**config.mk**
```make
export PLATFORM = sky130hd
export DESIGN_NAME = disp_serial_front
export DESIGN_NICKNAME = d
export VERILOG_FILES = /design/src/rtl/disp_pkg.sv /design/src/rtl/dsr_shift.sv /design/src/rtl/dsr_ctrl_decode.sv /design/src/rtl/dsr_dclk_gen.sv /design/src/rtl/disp_serial_front.sv
export SDC_FILE = /design/constraint.sdc
export NUM_CORES = 1
export LEC_CHECK = 0
export BUFFER_PORTS_ARGS = -buffer_cell sky130_fd_sc_hd__buf_2
export CAP_MARGIN = 20
export CORE_ASPECT_RATIO = 1.75
export CORE_MARGIN = 2
export CORE_UTILIZATION = 40
export DETAILED_ROUTE_END_ITERATION = 8
export HOLD_SLACK_MARGIN = 0.03
export PLACE_DENSITY = 0.62
export SETUP_SLACK_MARGIN = 0.1
export SYNTH_ARGS = -nofsm -noshare
export SYNTH_HDL_FRONTEND = slang
export SYNTH_SLANG_ARGS = --single-unit
export TNS_END_PERCENT = 50
```
**constraint.sdc**
```tcl
create_clock -name clk -period 21.5 [get_ports clk]
set_input_delay 3.225 -clock clk [delete_from_list [all_inputs] [get_ports clk]]
set_output_delay 3.225 -clock clk [all_outputs]
set_load 0.05 [all_outputs]
```
**src/rtl/disp_pkg.sv**
```systemverilog
package disp_pkg;
  localparam int DOT_BITS_DEF  = 160;
  localparam int CTRL_BITS_DEF = 8;
  localparam int PRESCALE_DEF  = 8;
  localparam int REFRESH_DEF   = 512;
  localparam int SYNC_DEF      = 2;

  typedef enum logic {
    SEL_DOT  = 1'b0,
    SEL_CTRL = 1'b1
  } reg_sel_e;

  typedef struct packed {
    logic simul;
    logic prescale;
  } mode_t;
endpackage

```
**src/rtl/dsr_shift.sv**
```systemverilog
module dsr_shift #(
  parameter int W = 8
) (
  input  logic         clk,
  input  logic         rst_n,
  input  logic         shift_en,
  input  logic         din,
  output logic [W-1:0] sr
);
  logic [W-1:0] sr_d;

  always_comb begin
    sr_d = sr;
    if (shift_en) sr_d = {sr[W-2:0], din};
  end

  always_ff @(posedge clk or negedge rst_n) begin
    if (!rst_n) sr <= '0;
    else        sr <= sr_d;
  end

  // a shifted bit lands in stage 0
  p_shift_entry_r2: assert property (@(posedge clk) disable iff (!rst_n)
    shift_en |=> sr[0] == $past(din));
endmodule

```
**src/rtl/dsr_ctrl_decode.sv**
```systemverilog
module dsr_ctrl_decode #(
  parameter int CW = 8
) (
  input  logic          clk,
  input  logic          rst_n,
  input  logic          latch_en,
  input  logic [CW-1:0] word,
  output disp_pkg::mode_t mode,
  output logic [CW-2:0] ctrl0,
  output logic          rsv_err
);
  localparam int RSV_HI = CW - 2;

  disp_pkg::mode_t mode_d;
  logic [CW-2:0]   ctrl0_d;
  logic            err_d;
  logic            is_mode;
  logic            rsv_set;

  assign is_mode = word[CW-1];
  assign rsv_set = |word[RSV_HI:2];

  always_comb begin
    mode_d  = mode;
    ctrl0_d = ctrl0;
    err_d   = 1'b0;
    if (latch_en) begin
      if (is_mode) begin
        mode_d.simul    = word[0];
        mode_d.prescale = word[1];
        err_d           = rsv_set;
      end else begin
        ctrl0_d = word[CW-2:0];
      end
    end
  end

  always_ff @(posedge clk or negedge rst_n) begin
    if (!rst_n) begin
      mode    <= '0;
      ctrl0   <= '0;
      rsv_err <= 1'b0;
    end else begin
      mode    <= mode_d;
      ctrl0   <= ctrl0_d;
      rsv_err <= err_d;
    end
  end

  // a general-setting word leaves the mode bits alone
  p_word0_keeps_mode_r7: assert property (@(posedge clk) disable iff (!rst_n)
    (latch_en && !word[CW-1]) |=> $stable(mode));

  // the error flag follows only a mode-word latch
  p_err_after_write_r8: assert property (@(posedge clk) disable iff (!rst_n)
    rsv_err |-> ($past(latch_en) && $past(word[CW-1])));

  // the flag is a single-cycle pulse unless a second latch follows at once
  p_err_pulse_r8: assert property (@(posedge clk) disable iff (!rst_n)
    (rsv_err && !latch_en) |=> !rsv_err);
endmodule

```
**src/rtl/dsr_dclk_gen.sv**
```systemverilog
module dsr_dclk_gen #(
  parameter int PRESCALE = 8,
  parameter int REFRESH  = 512,
  parameter int SYNC     = 2
) (
  input  logic clk,
  input  logic rst_n,
  input  logic osc_ext,
  input  logic ext_sel,
  input  logic prescale,
  output logic disp_tick,
  output logic refresh_strobe
);
  localparam int PW = (PRESCALE > 1) ? $clog2(PRESCALE) : 1;
  localparam int RW = $clog2(REFRESH);
  localparam logic [PW-1:0] P_LAST = PW'(PRESCALE - 1);
  localparam logic [RW-1:0] R_LAST = RW'(REFRESH - 1);

  logic [SYNC-1:0] sync_q, sync_d;
  logic            prev_q;
  logic            osc_rise;
  logic [PW-1:0]   pcnt_q, pcnt_d;
  logic [RW-1:0]   rcnt_q, rcnt_d;
  logic            use_div;

  generate
    if (SYNC > 1) begin : g_sync_chain
      assign sync_d = {sync_q[SYNC-2:0], osc_ext};
    end else begin : g_sync_single
      assign sync_d = osc_ext;
    end
  endgenerate

  assign osc_rise = sync_q[SYNC-1] & ~prev_q;
  assign use_div  = ext_sel & prescale;

  always_comb begin
    if (!ext_sel)     disp_tick = 1'b1;
    else if (use_div) disp_tick = osc_rise && (pcnt_q == P_LAST);
    else              disp_tick = osc_rise;
  end

  assign refresh_strobe = disp_tick && (rcnt_q == R_LAST);

  always_comb begin
    pcnt_d = pcnt_q;
    if (!use_div)      pcnt_d = '0;
    else if (osc_rise) pcnt_d = (pcnt_q == P_LAST) ? '0 : pcnt_q + 1'b1;
    rcnt_d = rcnt_q;
    if (disp_tick) rcnt_d = (rcnt_q == R_LAST) ? '0 : rcnt_q + 1'b1;
  end

  always_ff @(posedge clk or negedge rst_n) begin
    if (!rst_n) begin
      sync_q <= '0;
      prev_q <= 1'b0;
      pcnt_q <= '0;
      rcnt_q <= '0;
    end else begin
      sync_q <= sync_d;
      prev_q <= sync_q[SYNC-1];
      pcnt_q <= pcnt_d;
      rcnt_q <= rcnt_d;
    end
  end

  // divided ticks can never fall in back-to-back cycles
  p_prescale_spacing_r10: assert property (@(posedge clk) disable iff (!rst_n)
    (ext_sel && prescale && disp_tick && $stable(ext_sel) && $stable(prescale))
      |=> !(disp_tick && ext_sel && prescale));

  // a refresh strobe always coincides with a tick
  p_strobe_on_tick_r11: assert property (@(posedge clk) disable iff (!rst_n)
    refresh_strobe |-> disp_tick);
endmodule

```
**src/rtl/disp_serial_front.sv**
```systemverilog
module disp_serial_front #(
  parameter int DOT_BITS  = disp_pkg::DOT_BITS_DEF,
  parameter int CTRL_BITS = disp_pkg::CTRL_BITS_DEF,
  parameter int PRESCALE  = disp_pkg::PRESCALE_DEF,
  parameter int REFRESH   = disp_pkg::REFRESH_DEF,
  parameter int SYNC      = disp_pkg::SYNC_DEF
) (
  input  logic                 clk,
  input  logic                 rst_n,
  input  logic                 din,
  input  logic                 ce_n,
  input  logic                 rs,
  input  logic                 osc_ext,
  input  logic                 osc_ext_sel,
  output logic                 dout,
  output logic [DOT_BITS-1:0]  dot_data,
  output logic [CTRL_BITS-2:0] ctrl0_data,
  output logic                 dout_simul,
  output logic                 prescale_on,
  output logic                 rsv_err,
  output logic                 disp_tick,
  output logic                 refresh_strobe
);
  import disp_pkg::*;

  localparam int DOT_MSB  = DOT_BITS - 1;
  localparam int CTRL_MSB = CTRL_BITS - 1;

  logic [1:0] rst_pipe;
  logic       rst_s_n;

  always_ff @(posedge clk or negedge rst_n) begin
    if (!rst_n) rst_pipe <= 2'b00;
    else        rst_pipe <= {rst_pipe[0], 1'b1};
  end
  assign rst_s_n = rst_pipe[1];

  logic     ce_n_q;
  reg_sel_e sel_q, sel_d, sel_eff;
  logic     ce_fall, ce_rise;
  logic     dot_shift_en, ctrl_shift_en;
  logic     dot_latch_en, ctrl_latch_en;
  logic [DOT_BITS-1:0]  dot_sr;
  logic [DOT_BITS-1:0]  dot_q, dot_d;
  logic [CTRL_BITS-1:0] ctrl_sr;
  mode_t    mode;

  assign ce_fall = ce_n_q & ~ce_n;
  assign ce_rise = ~ce_n_q & ce_n;
  assign sel_eff = ce_fall ? reg_sel_e'(rs) : sel_q;

  assign dot_shift_en  = ~ce_n && (sel_eff == SEL_DOT);
  assign ctrl_shift_en = ~ce_n && (sel_eff == SEL_CTRL);
  assign dot_latch_en  = ce_rise && (sel_q == SEL_DOT);
  assign ctrl_latch_en = ce_rise && (sel_q == SEL_CTRL);

  always_comb begin
    sel_d = sel_q;
    if (ce_fall) sel_d = reg_sel_e'(rs);
    dot_d = dot_q;
    if (dot_latch_en) dot_d = dot_sr;
  end

  always_ff @(posedge clk or negedge rst_s_n) begin
    if (!rst_s_n) begin
      ce_n_q <= 1'b1;
      sel_q  <= SEL_DOT;
      dot_q  <= '0;
    end else begin
      ce_n_q <= ce_n;
      sel_q  <= sel_d;
      dot_q  <= dot_d;
    end
  end

  dsr_shift #(.W(DOT_BITS)) u_dot_shift (
    .clk      (clk),
    .rst_n    (rst_s_n),
    .shift_en (dot_shift_en),
    .din      (din),
    .sr       (dot_sr)
  );

  dsr_shift #(.W(CTRL_BITS)) u_ctrl_shift (
    .clk      (clk),
    .rst_n    (rst_s_n),
    .shift_en (ctrl_shift_en),
    .din      (din),
    .sr       (ctrl_sr)
  );

  dsr_ctrl_decode #(.CW(CTRL_BITS)) u_decode (
    .clk      (clk),
    .rst_n    (rst_s_n),
    .latch_en (ctrl_latch_en),
    .word     (ctrl_sr),
    .mode     (mode),
    .ctrl0    (ctrl0_data),
    .rsv_err  (rsv_err)
  );

  dsr_dclk_gen #(.PRESCALE(PRESCALE), .REFRESH(REFRESH), .SYNC(SYNC)) u_dclk (
    .clk            (clk),
    .rst_n          (rst_s_n),
    .osc_ext        (osc_ext),
    .ext_sel        (osc_ext_sel),
    .prescale       (mode.prescale),
    .disp_tick      (disp_tick),
    .refresh_strobe (refresh_strobe)
  );

  always_comb begin
    if (sel_eff == SEL_DOT)     dout = dot_sr[DOT_MSB];
    else if (mode.simul && !ce_n) dout = din;
    else                        dout = ctrl_sr[CTRL_MSB];
  end

  assign dot_data    = dot_q;
  assign dout_simul  = mode.simul;
  assign prescale_on = mode.prescale;

  // the pixel latch moves only on the edge that ends a load
  p_dot_hold_r3: assert property (@(posedge clk) disable iff (!rst_s_n)
    $past(ce_n_q) |-> $stable(dot_data));

  // the select register cannot change in the middle of a load
  p_sel_stable_r2: assert property (@(posedge clk) disable iff (!rst_s_n)
    (!ce_n && !ce_n_q) |=> $stable(sel_q));
endmodule

```
# ---- Yosys cells after proc, flatten, opt, wreduce, memory -nomap -nowiden
# Index checks and enable logic that the tools add are counted.
dict set report totals {
  reg_bits 357
  output_inout_bits 173
  wordCells 51
}
dict set report op_classes {
  n_addsub 2
  n_eq_ne 3
  muxes 11
  n_bitwise 10
  n_reduce_logical 11
}
# operator n
set op_table {}
lappend op_table {{$add A9 B1 Y9 const B} 1}
lappend op_table {{$eq A9 B9 Y1 const B} 1}
lappend op_table {{$mux W3} 3}
lappend op_table {{$mux W9} 1}
lappend op_table {{$logic_and A1 B1 Y1} 7}
lappend op_table {{$mux W1} 7}
lappend op_table {{$not A1 Y1} 6}
lappend op_table {{$reduce_or A5 Y1} 1}
lappend op_table {{$and A1 B1 Y1} 4}
lappend op_table {{$reduce_and A2 Y1} 2}
lappend op_table {{$add A3 B1 Y3 const B} 1}
lappend op_table {{$eq A3 B3 Y1 const B} 1}
lappend op_table {{$ne A2 B1 Y1 const B} 1}
lappend op_table {{$logic_not A1 Y1} 1}

# ---- Logic depth before layout (Yosys ltp)
dict set report logic_depth {
  word_depth 6
  mapped_depth 8
  mapped_depth_nobuf 7
}

# ---- Cells and area by module
# From an unflattened synthesis, not the netlist that was laid out.
dict set report hier_totals {
  hier_cells 800
  hier_area_um2 13997.2
}
# mod instances cells_each area_each_um2
set modules_own_cells {}
lappend modules_own_cells {{dsr_shift at u_dot_shift} 1 338 6346.1}
lappend modules_own_cells {disp_serial_front 1 351 6100.9}
lappend modules_own_cells {dsr_dclk_gen 1 69 798.3}
lappend modules_own_cells {dsr_ctrl_decode 1 25 420.4}
lappend modules_own_cells {{dsr_shift at u_ctrl_shift} 1 17 331.6}

# ---- Least setup slack after synthesis
# Ideal clock, no wire load.
dict set report synth_timing {
  path_type {input to output}
  from {input port ce_n}
  to {output port dout}
  arrival_ns 4.426
  required_time_ns 18.275
  path_slack_ns 13.849
  cell_stages 3
  path_buffers 0
  path_cell_list {nand2b_1 mux2_2 a21oi_1}
}
dict set report synth_via {
  elab_chain_len 4
  word_cells_on_any_way 7
}
# element line
set synth_lines {}
lappend synth_lines {{from (decl)} disp_serial_front.sv:11} ;# input logic ce_n,
lappend synth_lines {{$not A1 Y1 / $logic_not A1 Y1 (equally long branches)} {disp_serial_front.sv:48, disp_serial_front.sv:114}}
lappend synth_lines {{$and A1 B1 Y1 / $logic_and A1 B1 Y1 (equally long branches)} {disp_serial_front.sv:48, disp_serial_front.sv:114}}
lappend synth_lines {{$mux W1 (on tied branches)} n/a}
lappend synth_lines {{$mux W1 (*)} disp_serial_front.sv:113} ;# if (sel_eff == SEL_DOT) dout = dot_sr[DOT_MSB];
lappend synth_lines {{to (decl)} disp_serial_front.sv:15} ;# output logic dout,
# Mark *: on every way between the ends. The rest lies on a longest branch, timed or not.

# ---- Final worst setup path
# Same ends and word-level chain as after synthesis.

==> results.toml <==
[setup_path]
cp_max_fo = 8
critPathRequiredTime_ns = 18.27
endpoint_kind = "primary output"
start_kind = "input port"
path_class = "in2out"
arrival_ns = 4.46

[min_path]
hp-class = "reg2reg"

[drt]
firstDrtPassIters = 4
routed_wl_um = 24200
drc = 0
wl_per_cell_um = 17.1
drt-vias-per-instance = 5.02
via_count = 7099
drtIter0Drc = 224
final_antenna_net_count = 0

[logic_synthesis]
synth_edf_count = 0
synth_warnings = 0
syn-num-nets = 814
syn_avg_cell_area_sq_um = 16.8
async_flop_share_pct = 100
synth_ff_type = "dfrtp_1"
synth_seq_cells = 357
synth_cell_types = 34
syn_inst = 802
synth_area_sq_um = 13400
ys_seq_area_share_pct = 66.4

[timing]
hold-worst-slack_ns = 0.356
period_share_pct = 35.7
rsz0062_at_grt = "false"
period_minus_slack_ns = 7.69
drv_slew = 0
hold_viol_final = 0
final.setup.tns_ns = 0
timing.fmax_ghz = 0.130
setup_viol = 0
finalClockSkew_ns = 0.0157
worstMarginPinSlew_ns = 1.00
slew_headroom_pct = 33.4

[clock_network]
cts_resized = 0
cts.sinks = 357
cts_buffers = 34
cts_root_buffer = "clkbuf_16"
clk_latency_ns = 0.51
cts_hold_buffers = 0
ctsHtreeMaxLevel = 2
post-cts-setup-buffers = 0
cts_tree = "done"
clk_pin_slew_ns = 0.06
clock_path_buffers = 3

[global_routing]
grt_pass1_wl_um = 40200
antenna_found_initial = 0
grt_max_degree = 161
grtUsageTotal_pct = 14.2
overflow = 0
grt_pass1_vias = 7604

[finish]
stdcell_area_sq_um = 15800
multi_input_comb_area_sq_um = 4270
drive_gt1_share_pct = 56.6
n_antenna_cell = 0
regArea_sq_um = 8940
num-nets-final = 1001
area_growth_pct = 17.6
n_fill_cell = 2882

[floorplan]
die_w_um = 143
io_pins = 180
dieArea_sq_um = 35200
core_sq_um = 33000
die_y_um = 247
row_count = 88
initial_core_util_pct = 40.7

[run_status]
outcome = "complete, no violations"

[power]
power_density_nw_per_um2 = 99.9
power_frac_seq_pct = 48.8
p_leak_nw = 8.39
irDropWorstVdd_mv = 0.0830
power_frac_comb_pct = 14.7
total_power_mw = 1.58
intPower_mw = 1.14
switching_share_pct = 27.7
clkPwrFrac_pct = 36.6
p_switching_mw = 0.438

[run]
maxCapViolCount = 0

[placed_design]
gp_congestion = 0.772
dp_hpwl_um = 15300
io_buffers = 179
placed_area_sq_um = 14700
-- synth_stat cells, types with 2 or more instances --
cell type,n,area [sq um]
nor2_1,7,26.3
nor3_1,4,20.0
buf_2,24,120
dfrtp_1,356,8910
mux2_2,328,3690
nand3_1,2,10.0
nor2b_1,4,25.0
nand4_1,2,12.5
and2_1,2,12.5
a21o_1,2,15.0
ha_1,5,62.6
nand2_1,7,26.3
a41oi_1,2,17.5
o21ai_0,7,35.0
buf_6,11,124
mux2_1,10,113
nand2b_1,3,18.8
clkbuf_1,3,11.3
o41ai_1,2,17.5
mux2i_1,4,40.0
a21oi_1,4,20.0
-- kinds of logic after synthesis --
group,count (synthesis),synth area share [%]
compound gates,20,0.968
fa+ha+maj,5,0.465
buf+inv,39,1.93
flops,357,66.4
mux,342,28.6
other cells,1,0.0279
simple gates,38,1.57
-- cell type report --
cell class              instances  area share (%)
clock inverters                 6           0.396
clock buffers                  49            6.38
flip-flops and latches        357            56.5
inverters                       1          0.0237
multi-input cells             406            27.0
well taps                     405            3.20
repair buffers                189            6.47
-- through the flow --
step	setup WS (ns)	cells	util (%)
2_1_floorplan	10.82	802	-
3_3_place_gp	13.81	1356	44.5
4_1_cts	13.77	1411	47.7
5_1_grt	13.75	1413	47.9
6_report	13.81	1413	47.9
3_5_place_dp	13.78	1356	44.5
-- state kept, by name, summed over array words and instances, names as in the netlist, 3 cells and up --
| signal | count |
|---|---|
| u_dclk.pcnt_q | 3 |
| u_dclk.rcnt_q | 9 |
| u_decode.ctrl0 | 7 |
| u_dot_shift.sr | 160 |
| dot_data | 160 |
| u_ctrl_shift.sr | 8 |
-- critical path, stage by stage --
cell	delay, ns
buf_2	0.17
nand2b_1	0.13
mux2_2	0.35
a21oi_1	0.24
buf_2	0.34
-- placed cells by master, fill, tap and decap left out, drive strengths merged, types with 3 or more instances in the layout --
cell	count
clkbuf	49
o21ai	7
mux2i	4
nand2	7
ha	5
nor2	7
dfrtp	356
nor2b	4
buf	189
mux2	338
clkinv	4
a21oi	4
nand2b	3
nor3	4
-- routing by layer --
metal	vias up	share of wire (%)	global-route usage, %
met4	0	2.7	5.77
li1	3229	-	-
met5	-	0	0
met3	38	5.3	3.27
met2	148	52	25.3
met1	3684	39	16.5
-- power by group through the flow --
stage                     sequential, mW  clock [mW]  combinational (mW)
after floorplan                    0.860           0              0.0971
after global placement             0.781           0               0.233
after detailed placement           0.783           0               0.235
after CTS                          0.772       0.602               0.235
after global routing               0.779       0.627               0.249
final                              0.770       0.578               0.232
-- worst paths after layout --
path / to / from / depth (start not counted) / slack (ns)
worst max-delay path: dout / ce_n / 5 / 13.81
max in group asynchronous: ce_n_q$_DFF_PN1_ / rst_pipe[1]$_DFF_PN0_ / 4 / 18.30
min in group asynchronous: u_dot_shift.sr[22]$_DFFE_PN0P_ / rst_pipe[1]$_DFF_PN0_ / 0 / 0.46
worst min-delay path: rst_pipe[1]$_DFF_PN0_ / rst_pipe[0]$_DFF_PN0_ / 0 / 0.36
worst max register to register: ce_n_q$_DFF_PN1_ / rst_pipe[1]$_DFF_PN0_ / 4 / 18.30
worst min register to register: rst_pipe[1]$_DFF_PN0_ / rst_pipe[0]$_DFF_PN0_ / 0 / 0.36
No activity file was read; power rests on OpenSTA's default activity.
